==> config.mk <==
export PLATFORM = sky130hd
export DESIGN_NAME = dual_timer_status
export DESIGN_NICKNAME = d
export VERILOG_FILES = /design/src/rtl/dts_pkg.sv /design/src/rtl/dts_tick_div.sv /design/src/rtl/dts_counter.sv /design/src/rtl/dts_regs.sv /design/src/rtl/dual_timer_status.sv
export SDC_FILE = /design/constraint.sdc
export NUM_CORES = 1
export LEC_CHECK = 0
export ABC_AREA = 1
export BUFFER_PORTS_ARGS = -buffer_cell sky130_fd_sc_hd__buf_2
export CAP_MARGIN = 20
export CORE_AREA = 2 2 102 104
export CTS_CLUSTER_SIZE = 12
export DETAILED_ROUTE_END_ITERATION = 6
export DIE_AREA = 0 0 104 106
export PLACE_DENSITY = 0.72
export SLEW_MARGIN = 20
export SYNTH_ARGS = -nofsm -noshare
export SYNTH_HDL_FRONTEND = slang
export SYNTH_SLANG_ARGS = --single-unit
==> constraint.sdc <==
create_clock -name clk -period 1.9 [get_ports clk]
set_clock_uncertainty 0.2 [all_clocks]
set_input_delay 0.095 -clock clk [delete_from_list [all_inputs] [get_ports clk]]
set_output_delay 0.095 -clock clk [all_outputs]
set_load 0.01 [all_outputs]
==> src/rtl/dts_pkg.sv <==
package dts_pkg;
  localparam int unsigned DW = 8;
  localparam int unsigned NTMR = 2;

  typedef enum logic [2:0] {
    P_STATUS = 3'd0,
    P_DATA   = 3'd1,
    P_AUX    = 3'd2,
    P_FSEL   = 3'd3,
    P_FDATA  = 3'd4,
    P_ISTAT  = 3'd5
  } port_e;

  localparam logic [DW-1:0] FN_TCTL   = 8'h45;
  localparam logic [DW-1:0] FN_LOAD1  = 8'h46;
  localparam logic [DW-1:0] FN_LOAD2  = 8'h47;
  localparam logic [DW-1:0] CMD_TIMER = 8'h04;
  localparam logic [DW-1:0] RD_NONE   = 8'hFF;
endpackage

==> src/rtl/dts_tick_div.sv <==
module dts_tick_div #(
  parameter int unsigned DIV = 4
) (
  input  logic clk,
  input  logic rst_n,
  input  logic tick_in,
  output logic tick_slow
);
  localparam int unsigned CW = (DIV > 1) ? $clog2(DIV) : 1;
  localparam logic [CW-1:0] LAST = CW'(DIV - 1);

  logic [CW-1:0] cnt;

  always_ff @(posedge clk) begin
    if (!rst_n) cnt <= '0;
    else if (tick_in) cnt <= (cnt == LAST) ? '0 : cnt + 1'b1;
  end

  assign tick_slow = tick_in && (cnt == LAST);
endmodule

==> src/rtl/dts_counter.sv <==
module dts_counter #(
  parameter int unsigned W = 8
) (
  input  logic         clk,
  input  logic         rst_n,
  input  logic         run,
  input  logic         step,
  input  logic [W-1:0] reload,
  output logic         expire
);
  logic [W-1:0] cnt;
  wire at_top = (cnt == {W{1'b1}});

  always_ff @(posedge clk) begin
    if (!rst_n)    cnt <= '0;
    else if (!run) cnt <= reload;
    else if (step) cnt <= at_top ? reload : cnt + 1'b1;
  end

  assign expire = run && step && at_top;

  // an expiry restarts the count from the load value
  assert_reload_on_expire_R7: assert property (@(posedge clk) disable iff (!rst_n)
    expire |=> cnt == $past(reload));
  // a stopped timer sits at its load value
  assert_hold_when_stopped_R7: assert property (@(posedge clk) disable iff (!rst_n)
    !run |=> cnt == $past(reload));
endmodule

==> src/rtl/dts_regs.sv <==
module dts_regs
  import dts_pkg::*;
(
  input  logic          clk,
  input  logic          rst_n,
  input  logic          wr_en,
  input  logic [2:0]    addr,
  input  logic [DW-1:0] wdata,
  input  logic          exp1,
  input  logic          exp2,
  output logic [DW-1:0] rdata,
  output logic [1:0]    run,
  output logic [DW-1:0] load1,
  output logic [DW-1:0] load2,
  output logic          irq
);
  logic [DW-1:0] tctl, cmd, fm_data, fm_stat, fsel, status, istat;
  logic [1:0]    td_run, td_mask;   // td_mask[1]: timer 1 mask, td_mask[0]: timer 2 mask
  logic [DW-1:0] n_tctl, n_cmd, n_fm_data, n_fm_stat, n_fsel, n_status, n_istat, n_load1, n_load2;
  logic [1:0]    n_td_run, n_td_mask;

  wire timer_path = (cmd == CMD_TIMER) && !tctl[0];

  always_comb begin
    n_tctl = tctl; n_cmd = cmd; n_fm_data = fm_data; n_fm_stat = fm_stat;
    n_fsel = fsel; n_status = status; n_istat = istat;
    n_load1 = load1; n_load2 = load2; n_td_run = td_run; n_td_mask = td_mask;
    if (wr_en) begin
      case (addr)
        P_STATUS: n_cmd = wdata;
        P_DATA: begin
          if (timer_path) begin
            if (wdata[7]) n_status[7:5] = 3'b000;
            else begin
              n_td_run  = wdata[1:0];
              n_td_mask = {wdata[6], wdata[5]};
            end
          end else begin
            n_fm_data = wdata;
            if (tctl[1]) begin
              n_status[0] = 1'b1;
              n_istat     = 8'h10;
            end
          end
        end
        P_AUX:  n_fm_stat = wdata;
        P_FSEL: n_fsel = wdata;
        P_FDATA: begin
          case (fsel)
            FN_TCTL: begin
              n_tctl = wdata;
              if (!wdata[5]) n_status[4:3] = 2'b00;
              if (!wdata[1]) n_status[0] = 1'b0;
              if (n_status[4:3] == 2'b00 && !n_status[0]) n_istat[4] = 1'b0;
              if (!wdata[2]) begin n_status[2] = 1'b0; n_istat[2] = 1'b0; end
              if (!wdata[3]) begin n_status[1] = 1'b0; n_istat[3] = 1'b0; end
            end
            FN_LOAD1: n_load1 = wdata;
            FN_LOAD2: n_load2 = wdata;
            default: ;
          endcase
        end
        default: ;
      endcase
    end
    if (exp1) begin
      if (!td_mask[1]) n_status[7:6] = 2'b11;
      if (tctl[2]) begin n_status[2] = 1'b1; n_istat[2] = 1'b1; end
    end
    if (exp2) begin
      if (!td_mask[0]) begin n_status[7] = 1'b1; n_status[5] = 1'b1; end
      if (tctl[3]) begin n_status[1] = 1'b1; n_istat[3] = 1'b1; end
    end
  end

  always_ff @(posedge clk) begin
    if (!rst_n) begin
      tctl <= '0; cmd <= '0; fm_data <= '0; fm_stat <= '0; fsel <= '0;
      status <= '0; istat <= '0; load1 <= '0; load2 <= '0;
      td_run <= '0; td_mask <= '0; irq <= 1'b0;
    end else begin
      tctl <= n_tctl; cmd <= n_cmd; fm_data <= n_fm_data; fm_stat <= n_fm_stat;
      fsel <= n_fsel; status <= n_status; istat <= n_istat;
      load1 <= n_load1; load2 <= n_load2;
      td_run <= n_td_run; td_mask <= n_td_mask;
      irq <= |n_istat;
    end
  end

  always_comb begin
    case (addr)
      P_STATUS: rdata = tctl[0] ? status : fm_stat;
      P_DATA:   rdata = fm_data;
      P_AUX:    rdata = cmd;
      P_FSEL:   rdata = fsel;
      P_FDATA: begin
        case (fsel)
          FN_TCTL:  rdata = tctl;
          FN_LOAD1: rdata = load1;
          FN_LOAD2: rdata = load2;
          default:  rdata = RD_NONE;
        endcase
      end
      P_ISTAT:  rdata = istat;
      default:  rdata = RD_NONE;
    endcase
  end

  assign run = td_run;

  // line is released once no cause remains
  assert_irq_release_R11: assert property (@(posedge clk) disable iff (!rst_n)
    (istat == 8'h00) |-> !irq);
  // data write with its enable raises the shared line
  assert_fm_write_raise_R4: assert property (@(posedge clk) disable iff (!rst_n)
    (wr_en && addr == P_DATA && !timer_path && tctl[1]) |=> (istat[4] && irq));
  // disabling timer 1 interrupt drops its non-maskable flags
  assert_t1_disable_clear_R6: assert property (@(posedge clk) disable iff (!rst_n)
    (wr_en && addr == P_FDATA && fsel == FN_TCTL && !wdata[2] && !exp1)
      |=> (!status[2] && !istat[2]));
  // unmasked timer 1 expiry shows in the maskable group
  assert_t1_maskable_R9: assert property (@(posedge clk) disable iff (!rst_n)
    (exp1 && !td_mask[1]) |=> (status[7:6] == 2'b11));
  // unmasked timer 2 expiry shows in the maskable group
  assert_t2_maskable_R10: assert property (@(posedge clk) disable iff (!rst_n)
    (exp2 && !td_mask[0]) |=> (status[7] && status[5]));
endmodule

==> src/rtl/dual_timer_status.sv <==
module dual_timer_status
  import dts_pkg::*;
#(
  parameter int unsigned SLOW_DIV = 4
) (
  input  logic          clk,
  input  logic          rst_n,
  input  logic          tick,
  input  logic          wr_en,
  input  logic [2:0]    addr,
  input  logic [DW-1:0] wdata,
  output logic [DW-1:0] rdata,
  output logic          irq
);
  logic [NTMR-1:0] step, expire, run;
  logic [DW-1:0]   load1, load2;
  logic [DW-1:0]   reload [NTMR];
  logic            tick_slow;

  dts_tick_div #(.DIV(SLOW_DIV)) u_div (
    .clk(clk), .rst_n(rst_n), .tick_in(tick), .tick_slow(tick_slow)
  );

  assign step[0]   = tick;
  assign step[1]   = tick_slow;
  assign reload[0] = load1;
  assign reload[1] = load2;

  for (genvar g = 0; g < NTMR; g++) begin : g_tmr
    dts_counter #(.W(DW)) u_cnt (
      .clk(clk), .rst_n(rst_n), .run(run[g]), .step(step[g]),
      .reload(reload[g]), .expire(expire[g])
    );
  end

  dts_regs u_regs (
    .clk(clk), .rst_n(rst_n), .wr_en(wr_en), .addr(addr), .wdata(wdata),
    .exp1(expire[0]), .exp2(expire[1]), .rdata(rdata), .run(run),
    .load1(load1), .load2(load2), .irq(irq)
  );
endmodule

### Word-level counts from Yosys, hierarchy flattened

Cells that the tools add are included.

| storage, ports and cells | value |
|---|---|
| output and inout port bits | 9 |
| input bits | 15 |
| logic and storage cells | 114 |
| register bits after elaboration | 95 |

| cells by class | value |
|---|---|
| add/sub/neg operators | 3 |
| reductions and logical operators | 22 |
| bitwise operators | 2 |
| mux-type cells | 53 |
| equality and inequality tests | 17 |

Operator list:

| cell | count |
|---|---|
| 8-bit two-way mux | 11 |
| 8-bit one-hot mux with 6 select lines | 1 |
| 8-bit by 7-bit equality test with 1-bit output, second input constant | 3 |
| 8-bit one-hot mux with 3 select lines | 1 |
| 1-bit two-way mux | 23 |
| 8-bit by 1-bit adder with 8-bit output, second input constant | 2 |
| 8-bit equality test, second input constant | 2 |
| 2-bit two-way mux | 8 |
| 3-bit two-way mux | 5 |
| 3-bit AND reduction | 4 |
| 8-bit by 3-bit equality test with 1-bit output, second input constant | 1 |
| 8-bit OR reduction | 1 |
| 1-bit logical AND | 7 |
| 3-bit by 2-bit equality test with 1-bit output, second input constant | 2 |
| 3-bit equality test, second input constant | 2 |
| 2-bit inequality test, second input constant | 3 |
| 3-bit one-hot mux with 2 select lines | 1 |
| 2-bit AND reduction | 3 |
| 5-bit two-way mux | 1 |
| 5-bit AND reduction | 1 |
| 4-bit two-way mux | 1 |
| 2-bit by 1-bit inequality test with 1-bit output, second input constant | 2 |
| 4-bit AND reduction | 1 |
| 3-bit by 1-bit equality test with 1-bit output, second input constant | 1 |
| other kinds (8) | 10 |

### Longest topological paths before layout

Gate-level depths: netlist of run 1.

| depth | value |
|---|---|
| depth in word-level cells | 13 |
| depth in mapped cells | 12 |

### Hierarchy

From an unflattened synthesis of run 1, not the netlist that was laid out.

| unflattened totals | value |
|---|---|
| cell total of the unflattened synthesis | 703 |
| area total of the unflattened synthesis | 4778.3 µm² |

By module, submodules not included:

| module | sequential area each (µm²) | cells an instance | area an instance (µm²) | times used |
|---|---|---|---|---|
| dts_regs | 1541.5 | 484 | 3495.9 | 1 |
| dts_counter | 160.2 | 102 | 589.3 | 2 |
| dts_tick_div | 40.0 | 15 | 103.8 | 1 |

### Worst setup path before layout of run 1

OpenSTA, ideal clock, no wires.

| path | value |
|---|---|
| kind | register to register |
| from | reg g_tmr[1].u_cnt.cnt[0] |
| to | reg g_tmr[1].u_cnt.cnt[2] |
| path slack | 0.245 ns |
| clock period less this slack | 1.655 ns |
| buffers on the path | 0 |
| arrival | 1.344 ns |
| cell stages (with the launch flop) | 12 |
| setup time | 0.110 ns |
| data required time | 1.590 ns |
| path through | dfxtp_1 ha_1 nand2_1 inv_1 nand3_1 nor2_2 nor2_4 inv_1 o21ai_0 nand2_1 nand3_1 inv_1 |

| on the way | value |
|---|---|
| word-level cells in the longest chain between the ends | 4 |

Ends and longest elaborated chain:

| element | RTL line | RTL |
|---|---|---|
| start, declared | dts_counter.sv:11 | `logic [W-1:0] cnt;` |
| start signal, assigned | dts_counter.sv:16 | `else if (!run) cnt <= reload;` |
| start signal, assigned | dts_counter.sv:17 | `else if (step) cnt <= at_top ? reload : cnt + 1'b1;` |
| 8-bit by 1-bit adder with 8-bit output or 8-bit equality test (tied branches) | dts_counter.sv:17, dts_counter.sv:12 |  |
| 8-bit two-way mux * (2 in a row) | dts_counter.sv:17 |  |
| 8-bit two-way mux * | dts_counter.sv:16 |  |

Every way passes the cells marked *; elsewhere a longest branch is shown, timed or not. The select of a mux whose other input is x is not followed.
A chain may end at the register's enable or synchronous reset.

### Worst setup path after layout of run 1

| path | value |
|---|---|
| from | reg u_regs.fsel[7] |
| to | out rdata[3] |

| on the way | value |
|---|---|
| word-level cells in the longest chain between the ends | 3 |

Ends and longest elaborated chain:

| element | RTL line | RTL |
|---|---|---|
| start, declared | dts_regs.sv:17 | `logic [DW-1:0] tctl, cmd, fm_data, fm_stat, fsel, status, istat;` |
| start signal, assigned | dts_regs.sv:83 | `fsel <= n_fsel; status <= n_status; istat <= n_istat;` |
| 8-bit by 7-bit equality test with 1-bit output | dts_regs.sv:97 | `case (fsel)` |
| 8-bit one-hot mux with 3 select lines * | dts_regs.sv:97 |  |
| 8-bit one-hot mux with 6 select lines * | dts_regs.sv:91 | `case (addr)` |
| end, declared | dual_timer_status.sv:12 | `output logic [DW-1:0] rdata,` |

Every way passes the cells marked *; elsewhere a longest branch is shown, timed or not.

==> qor.csv, run 1 <==
stage,metric,value,unit
status,status,"complete, but fails checks",
status,violations,"hold timing, setup timing",
global_routing,antenna_found_initial,0,
global_routing,grt_max_degree,75,
route,drc_errors,0,
critical_path,path_cells,"nor2_1, nand2_2, a211oi_4, buf_6, nand4_1, nand2_1, nand2_1, buf_2",
floorplanning,die_y,106,um
critical_path,worstSetupStartpointType,flip-flop,
sta,holdWs,-0.0111,ns
sta,max_slew_margin,0.656,
critical_path,crit_path_end_kind,output pin,
route,wl_per_cell,15.8,um
clock_network,cts_tree,built,
placed_design,place.gp.congestion,0.939,
sta,final_hold_viol_count,6,
layout,design_area,0.00557,mm^2
clock_network,cts.path.max_buffers,2,
route,vias,4692,
sta,fin_ws,-0.206,ns
flow_run,maxCapViolCount,0,
global_routing,grt_pass1_vias,4308,
critical_path,required,1.60,ns
global_routing,grt_overflow,0,
worst_hold_path,hold_class,primary input to flip-flop,
floorplanning,io_pins,24,
critical_path,worstSetupPathType,flip-flop to output pin,
floorplanning,rows,37,
sta,setup_viol,14,
route,drt-total-wl,13600,um
layout,layout_commonest_cell,nand2_1,
layout,post_layout_nonfiller_instances,858,
yosys,synth_fp_nets,682,
sta,period_minus_slack,2.11,ns
clock_network,root_buffer,clkbuf_8,
yosys,synth_warnings,0,
critical_path,slowest_stage,dfxtp_2,
clock_network,cts_buffers,9,
yosys,synthCells,664,
route,drt-vias-per-instance,5.47,
global_routing,grt_pass1_wl,21500,um
placed_design,pre_cts_ws,-0.0514,ns
sta,rsz0062_at_grt,yes,
route,first_pass_iters,5,
clock_network,insertion_delay,0.38,ns
layout,diodes,0,
floorplanning,coreArea,0.0100,mm^2
critical_path,max_stage_delay,0.34,ns
yosys,synth.distinct_cells,38,
layout,nets,735,
placed_design,place.port_buffers,23,
yosys,synth.avg_cell_area,6.98,um^2
power_and_ir_drop,ir_drop,0.402,mV
placed_design,place_hpwl,9760,um
floorplanning,dieArea,0.0110,mm^2
clock_network,h-tree-depth,3,
critical_path,crit_buf_inv,2,
sta,tightestPinTransition,0.514,ns
power_and_ir_drop,total_leakage_power,2.19,nW
yosys,syn_area,0.00463,mm^2
sta,fin_crit_sh,1.11,
critical_path,worstPathArrival,1.81,ns
clock_network,cts.clk_slew.worst_paths,0.09,ns
power_and_ir_drop,power_density,678,mW/mm^2
sta,fmax,475,MHz
yosys,synth_seq_cells,95,
layout,final_cell_mix,"106 x nand2_1, 91 x o21ai_0, 86 x dfxtp_1",
layout,layout-drive-gt1-share,0.204,
floorplanning,start_util,0.463,
critical_path,crit_family,simple AND/OR/NAND/NOR gates,
critical_path,path_common_cell,nand2_1,
layout,layout-area-overhead-vs-synth,20.1,%
global_routing,grtUsageTotal,0.246,
yosys,synth-seq-area-share,0.410,
sta,fin_tns_setup,-1.75,ns
critical_path,critPathMaxFanout,7,
layout,fillers,987,
sta,drv_slew,0,
placed_design,placed_area,0.00496,mm^2
placed_design,place_inst,818,
clock_network,cts_sinks,95,
route,drtIter0Drc,323,
floorplanning,die_w,104,um
route,postRouteAntennaNets,0,
## sequential cells by signal, summed over array words and instances, names as in the netlist
name             flops
u_regs.tctl          8
u_regs.cmd           8
u_regs.istat         8
g_tmr.u_cnt.cnt     16
u_regs.irq           1
u_regs.fsel          8
u_regs.status        8
u_regs.load2         8
u_div.cnt            2
u_regs.td_mask       2
u_regs.fm_stat       8
u_regs.load1         8
u_regs.run           2
u_regs.fm_data       8
## final timing paths
check / from / to / slack (ns) / depth (start not counted)
max: u_regs.fsel[7] / rdata[3] / -0.21 / 8
min: rst_n / u_regs.status[6] / -0.01 / 3
max reg2reg: u_regs.fsel[5] / u_regs.load1[0] / -0.08 / 10
min reg2reg: u_regs.fm_stat[1] / u_regs.fm_stat[1] / 0.26 / 2
## layer usage
metal	global-route usage	vias to the layer above	wire [um]
met3	0.0307	41	772
met5	0	-	0
met1	0.306	2184	5760
li1	-	2309	-
met4	0.140	0	545
met2	0.415	158	6500
## cell type report
type / instances / area, um^2 / share of cell area
Clock buffer: 12 / 155 / 0.0279
Clock inverter: 4 / 53.8 / 0.00967
Inverter: 82 / 313 / 0.0562
Multi-Input combinational cell: 465 / 2460 / 0.441
Sequential cell: 95 / 1910 / 0.344
Tap cell: 136 / 170 / 0.0306
Timing Repair Buffer: 63 / 498 / 0.0895
Timing Repair inverter: 1 / 7.51 / 0.00135
## kinds of logic after synthesis
kind of cell	count (synthesis)	share of synthesized area
flops	95	0.410
xor+xnor	2	0.00378
buf+inv	105	0.0921
fa+ha+maj	3	0.00810
simple gates	265	0.258
compound gates	194	0.228
## power breakdown
part / internal, mW / total (mW) / switching [mW]
clock: 0.683 / 1.40 / 0.717
combinational: 0.117 / 0.340 / 0.223
sequential: 2.02 / 2.04 / 0.0170
## Yosys cell counts (all sizes together)
cell type	count	area (um^2)
o211ai	7	52.6
a21o	1	7.51
o2111ai	4	35.0
a22oi	4	30.0
nand4	11	83.8
nor2	92	410
o21bai	1	7.51
a21oi	60	300
nand2	119	454
ha	3	37.5
nand3b	1	11.3
a211oi	1	20.0
o22ai	7	43.8
nand3	23	128
xor2	2	17.5
clkbuf	12	45.0
nor3	18	101
dfxtp	95	1900
o21ai	104	524
a221oi	1	8.76
a31oi	3	18.8
or2	1	6.26
buf	11	73.8
inv	80	300
a21boi	1	7.51
clkinv	2	7.51
## through the flow
| step | hold slack [ns] | utilization | power [mW] |
|---|---|---|---|
| 2_1_floorplan | 0.0299 | - | 2.26 |
| 3_3_place_gp | 0.206 | 0.496 | 2.37 |
| 3_5_place_dp | 0.236 | 0.496 | 2.38 |
| 4_1_cts | 0.000748 | 0.541 | 3.78 |
| 5_1_grt | 0.0185 | 0.557 | 3.91 |
| 6_report | -0.0111 | 0.557 | 3.78 |
## worst min-delay path: cells and delay by family
family / cells / cell delay (ns)
buffers and inverters: 2 / 0.36
AO/OA/AOI/OAI: 1 / 0.06
## timing repair
action | 4_1_cts | 5_1_grt
buffers inserted | 9 | 5
hold buffers | 9 | 0
gates cloned | 0 | 2
pin swaps | 13 | 18
resized for setup | 36 | 40
setup endpoints to repair | 12 | 33
endpoints found under the hold margin | 59 | 0
Power figures use the tool's default switching activity.
==> run 2, diff against run 1 <==
--- a/config.mk
+++ b/config.mk
@@ -13,6 +13,7 @@
 export DETAILED_ROUTE_END_ITERATION = 6
 export DIE_AREA = 0 0 104 106
 export PLACE_DENSITY = 0.72
+export SETUP_SLACK_MARGIN = 0.3
 export SLEW_MARGIN = 20
 export SYNTH_ARGS = -nofsm -noshare
 export SYNTH_HDL_FRONTEND = slang
==> run 2 against run 1 <==
Against the previous run: the flow finishes with violations (setup timing); clock power grew 19%; worst setup slack lost 0.13 ns; flip-flop and latch count is the same; total power grew 8.8%; critical path depth is the same; via count grew 9.2%; critical path type unchanged; largest cell class unchanged; largest power group unchanged.
==> qor.csv, run 2 (synthesis results as in run 1) <==
stage,metric,value,unit,change
power_and_ir_drop,ir_drop,0.359,mV,was 0.402 mV
clock_network,cts.clk_slew.worst_paths,0.09,ns,about the same
floorplanning,dieArea,0.0110,mm^2,unchanged
sta,fin_tns_setup,-3.56,ns,was -1.75 ns
global_routing,grt_overflow,0,,unchanged
global_routing,grtUsageTotal,0.279,,was 0.246
placed_design,place.gp.congestion,0.965,,was 0.939
global_routing,antenna_found_initial,0,,unchanged
critical_path,path_cells,"buf_4, nand2_1, o21ai_0, nand2_1, o211ai_1, nor3_1, nand2_1, buf_2",,"was nor2_1, nand2_2, a211oi_4, buf_6, nand4_1, nand2_1, nand2_1, buf_2"
sta,rsz0062_at_grt,yes,,unchanged
clock_network,h-tree-depth,3,,unchanged
global_routing,grt_pass1_vias,4800,,"was 4,308"
route,drc_errors,0,,unchanged
sta,drv_slew,0,,unchanged
layout,top_register,g_tmr.u_cnt.cnt,,unchanged
floorplanning,die_y,106,um,unchanged
critical_path,required,1.60,ns,about the same
sta,max_slew_margin,0.662,,was 0.656
power_and_ir_drop,power_density,637,mW/mm^2,was 678 mW/mm^2
floorplanning,die_w,104,um,unchanged
clock_network,root_buffer,clkbuf_8,,unchanged
worst_hold_path,hold_class,primary input to flip-flop,,unchanged
placed_design,place.port_buffers,23,,unchanged
status,status,"complete, but fails checks",,unchanged
critical_path,path_common_cell,nand2_1,,unchanged
global_routing,grt_pass1_wl,24300,um,"was 21,500 um"
clock_network,insertion_delay,0.38,ns,about the same
route,wl_per_cell,18.1,um,was 15.8 um
sta,setup_viol,18,,was 14
route,drt-vias-per-instance,5.70,,was 5.47
sta,period_minus_slack,2.24,ns,was 2.11 ns
route,drt-total-wl,16300,um,"was 13,600 um"
sta,fin_crit_sh,1.18,,was 1.11
layout,layout-drive-gt1-share,0.360,,was 0.204
placed_design,place_hpwl,9720,um,was 9760 um
sta,fmax,446,MHz,was 475 MHz
critical_path,worstPathArrival,1.95,ns,was 1.81 ns
layout,final_cell_mix,"91 x nand2_1, 80 x dfxtp_1, 67 x nor2_1",,"was 106 x nand2_1, 91 x o21ai_0, 86 x dfxtp_1"
status,violations,setup timing,,"was hold timing, setup timing"
layout,layout_commonest_cell,nand2_1,,unchanged
layout,layout-area-overhead-vs-synth,39.2,%,was 20.1%
critical_path,max_stage_delay,0.40,ns,was 0.34 ns
route,vias,5123,,"was 4,692"
power_and_ir_drop,total_leakage_power,2.49,nW,was 2.19 nW
sta,fin_ws,-0.341,ns,was -0.206 ns
route,drtIter0Drc,462,,was 323
floorplanning,start_util,0.463,,unchanged
clock_network,cts_buffers,9,,unchanged
floorplanning,io_pins,24,,unchanged
layout,diodes,0,,unchanged
sta,tightestPinTransition,0.504,ns,was 0.514 ns
global_routing,grt_max_degree,65,,was 75
clock_network,cts_tree,built,,unchanged
critical_path,crit_path_end_kind,output pin,,unchanged
flow_run,maxCapViolCount,0,,unchanged
sta,holdWs,0.0242,ns,was -0.0111 ns
route,first_pass_iters,5,,unchanged
clock_network,cts.path.max_buffers,2,,unchanged
critical_path,critPathMaxFanout,5,,was 7
route,postRouteAntennaNets,0,,unchanged
layout,largest_register_ffs,16,,unchanged
critical_path,slowest_stage,nor3_1,,was dfxtp_2
critical_path,worstSetupPathType,flip-flop to output pin,,unchanged
critical_path,worstSetupStartpointType,flip-flop,,unchanged
clock_network,cts_sinks,95,,unchanged
layout,nets,776,,was 735
floorplanning,rows,37,,unchanged
sta,final_hold_viol_count,0,,was 6
floorplanning,coreArea,0.0100,mm^2,unchanged
## run 2: critical path: cells and delay by family, from the launching register on
family	cells	cell delay [ns]
DFF	1	0.37
and+or+nand+nor	4	0.70
AOI/OAI and AO/OA	2	0.18
buffers and inverters	2	0.32
## run 2: metrics by stage
stage | worst slack (ns) | utilization | std cells | power, mW | area (um^2)
floorplan | 0.285 | - | 664 | 2.26 | 4650
global placement | 0.0216 | 0.502 | 825 | 2.37 | 5020
detailed placement | -0.0217 | 0.502 | 825 | 2.38 | 5020
CTS | -0.192 | 0.597 | 883 | 4.05 | 5970
global route | -0.382 | 0.645 | 898 | 4.23 | 6450
finish | -0.341 | 0.645 | 898 | 4.11 | 6450
## run 2: final timing paths
path	start	slack [ns]	cells after the start	end
max	u_regs.tctl[0]	-0.34	8	rdata[5]
min	wdata[1]	0.02	4	u_regs.fm_data[1]
max reg2reg	u_regs.fsel[5]	-0.22	12	u_regs.load2[6]
min reg2reg	u_regs.fm_stat[2]	0.26	2	u_regs.fm_stat[2]
## run 2: final cells by class
cell class | count | area [um^2]
well taps | 136 | 170
clock buffers | 12 | 155
repair buffers | 102 | 865
fillers | 821 | 3550
flip-flops and latches | 95 | 1930
inverters | 82 | 339
clock inverters | 3 | 90.1
multi-input cells | 466 | 2890
repair inverters | 2 | 13.8
## run 2: repair_timing
item                       CTS  global route
pin swaps                   49            75
hold endpoints to repair    70             0
gates resized for setup    127           134
setup endpoints to repair   71            78
hold buffers                11             0
setup buffers               30            13
gates cloned                 2             2
## run 2: report_power, final
| part | leakage [nW] | internal (mW) | switching (mW) |
|---|---|---|---|
| clock network | 0.123 | 0.941 | 0.733 |
| registers | 0.776 | 2.02 | 0.0197 |
| logic | 1.59 | 0.135 | 0.262 |
## run 2: routing by layer
metal	share of wire	GRT usage	vias to the layer above	routed length (um)
li1	-	-	2402	-
met1	0.41	0.369	2408	6640
met2	0.47	0.459	263	7670
met3	0.088	0.0466	50	1440
met4	0.033	0.103	0	534
met5	0	0	-	0
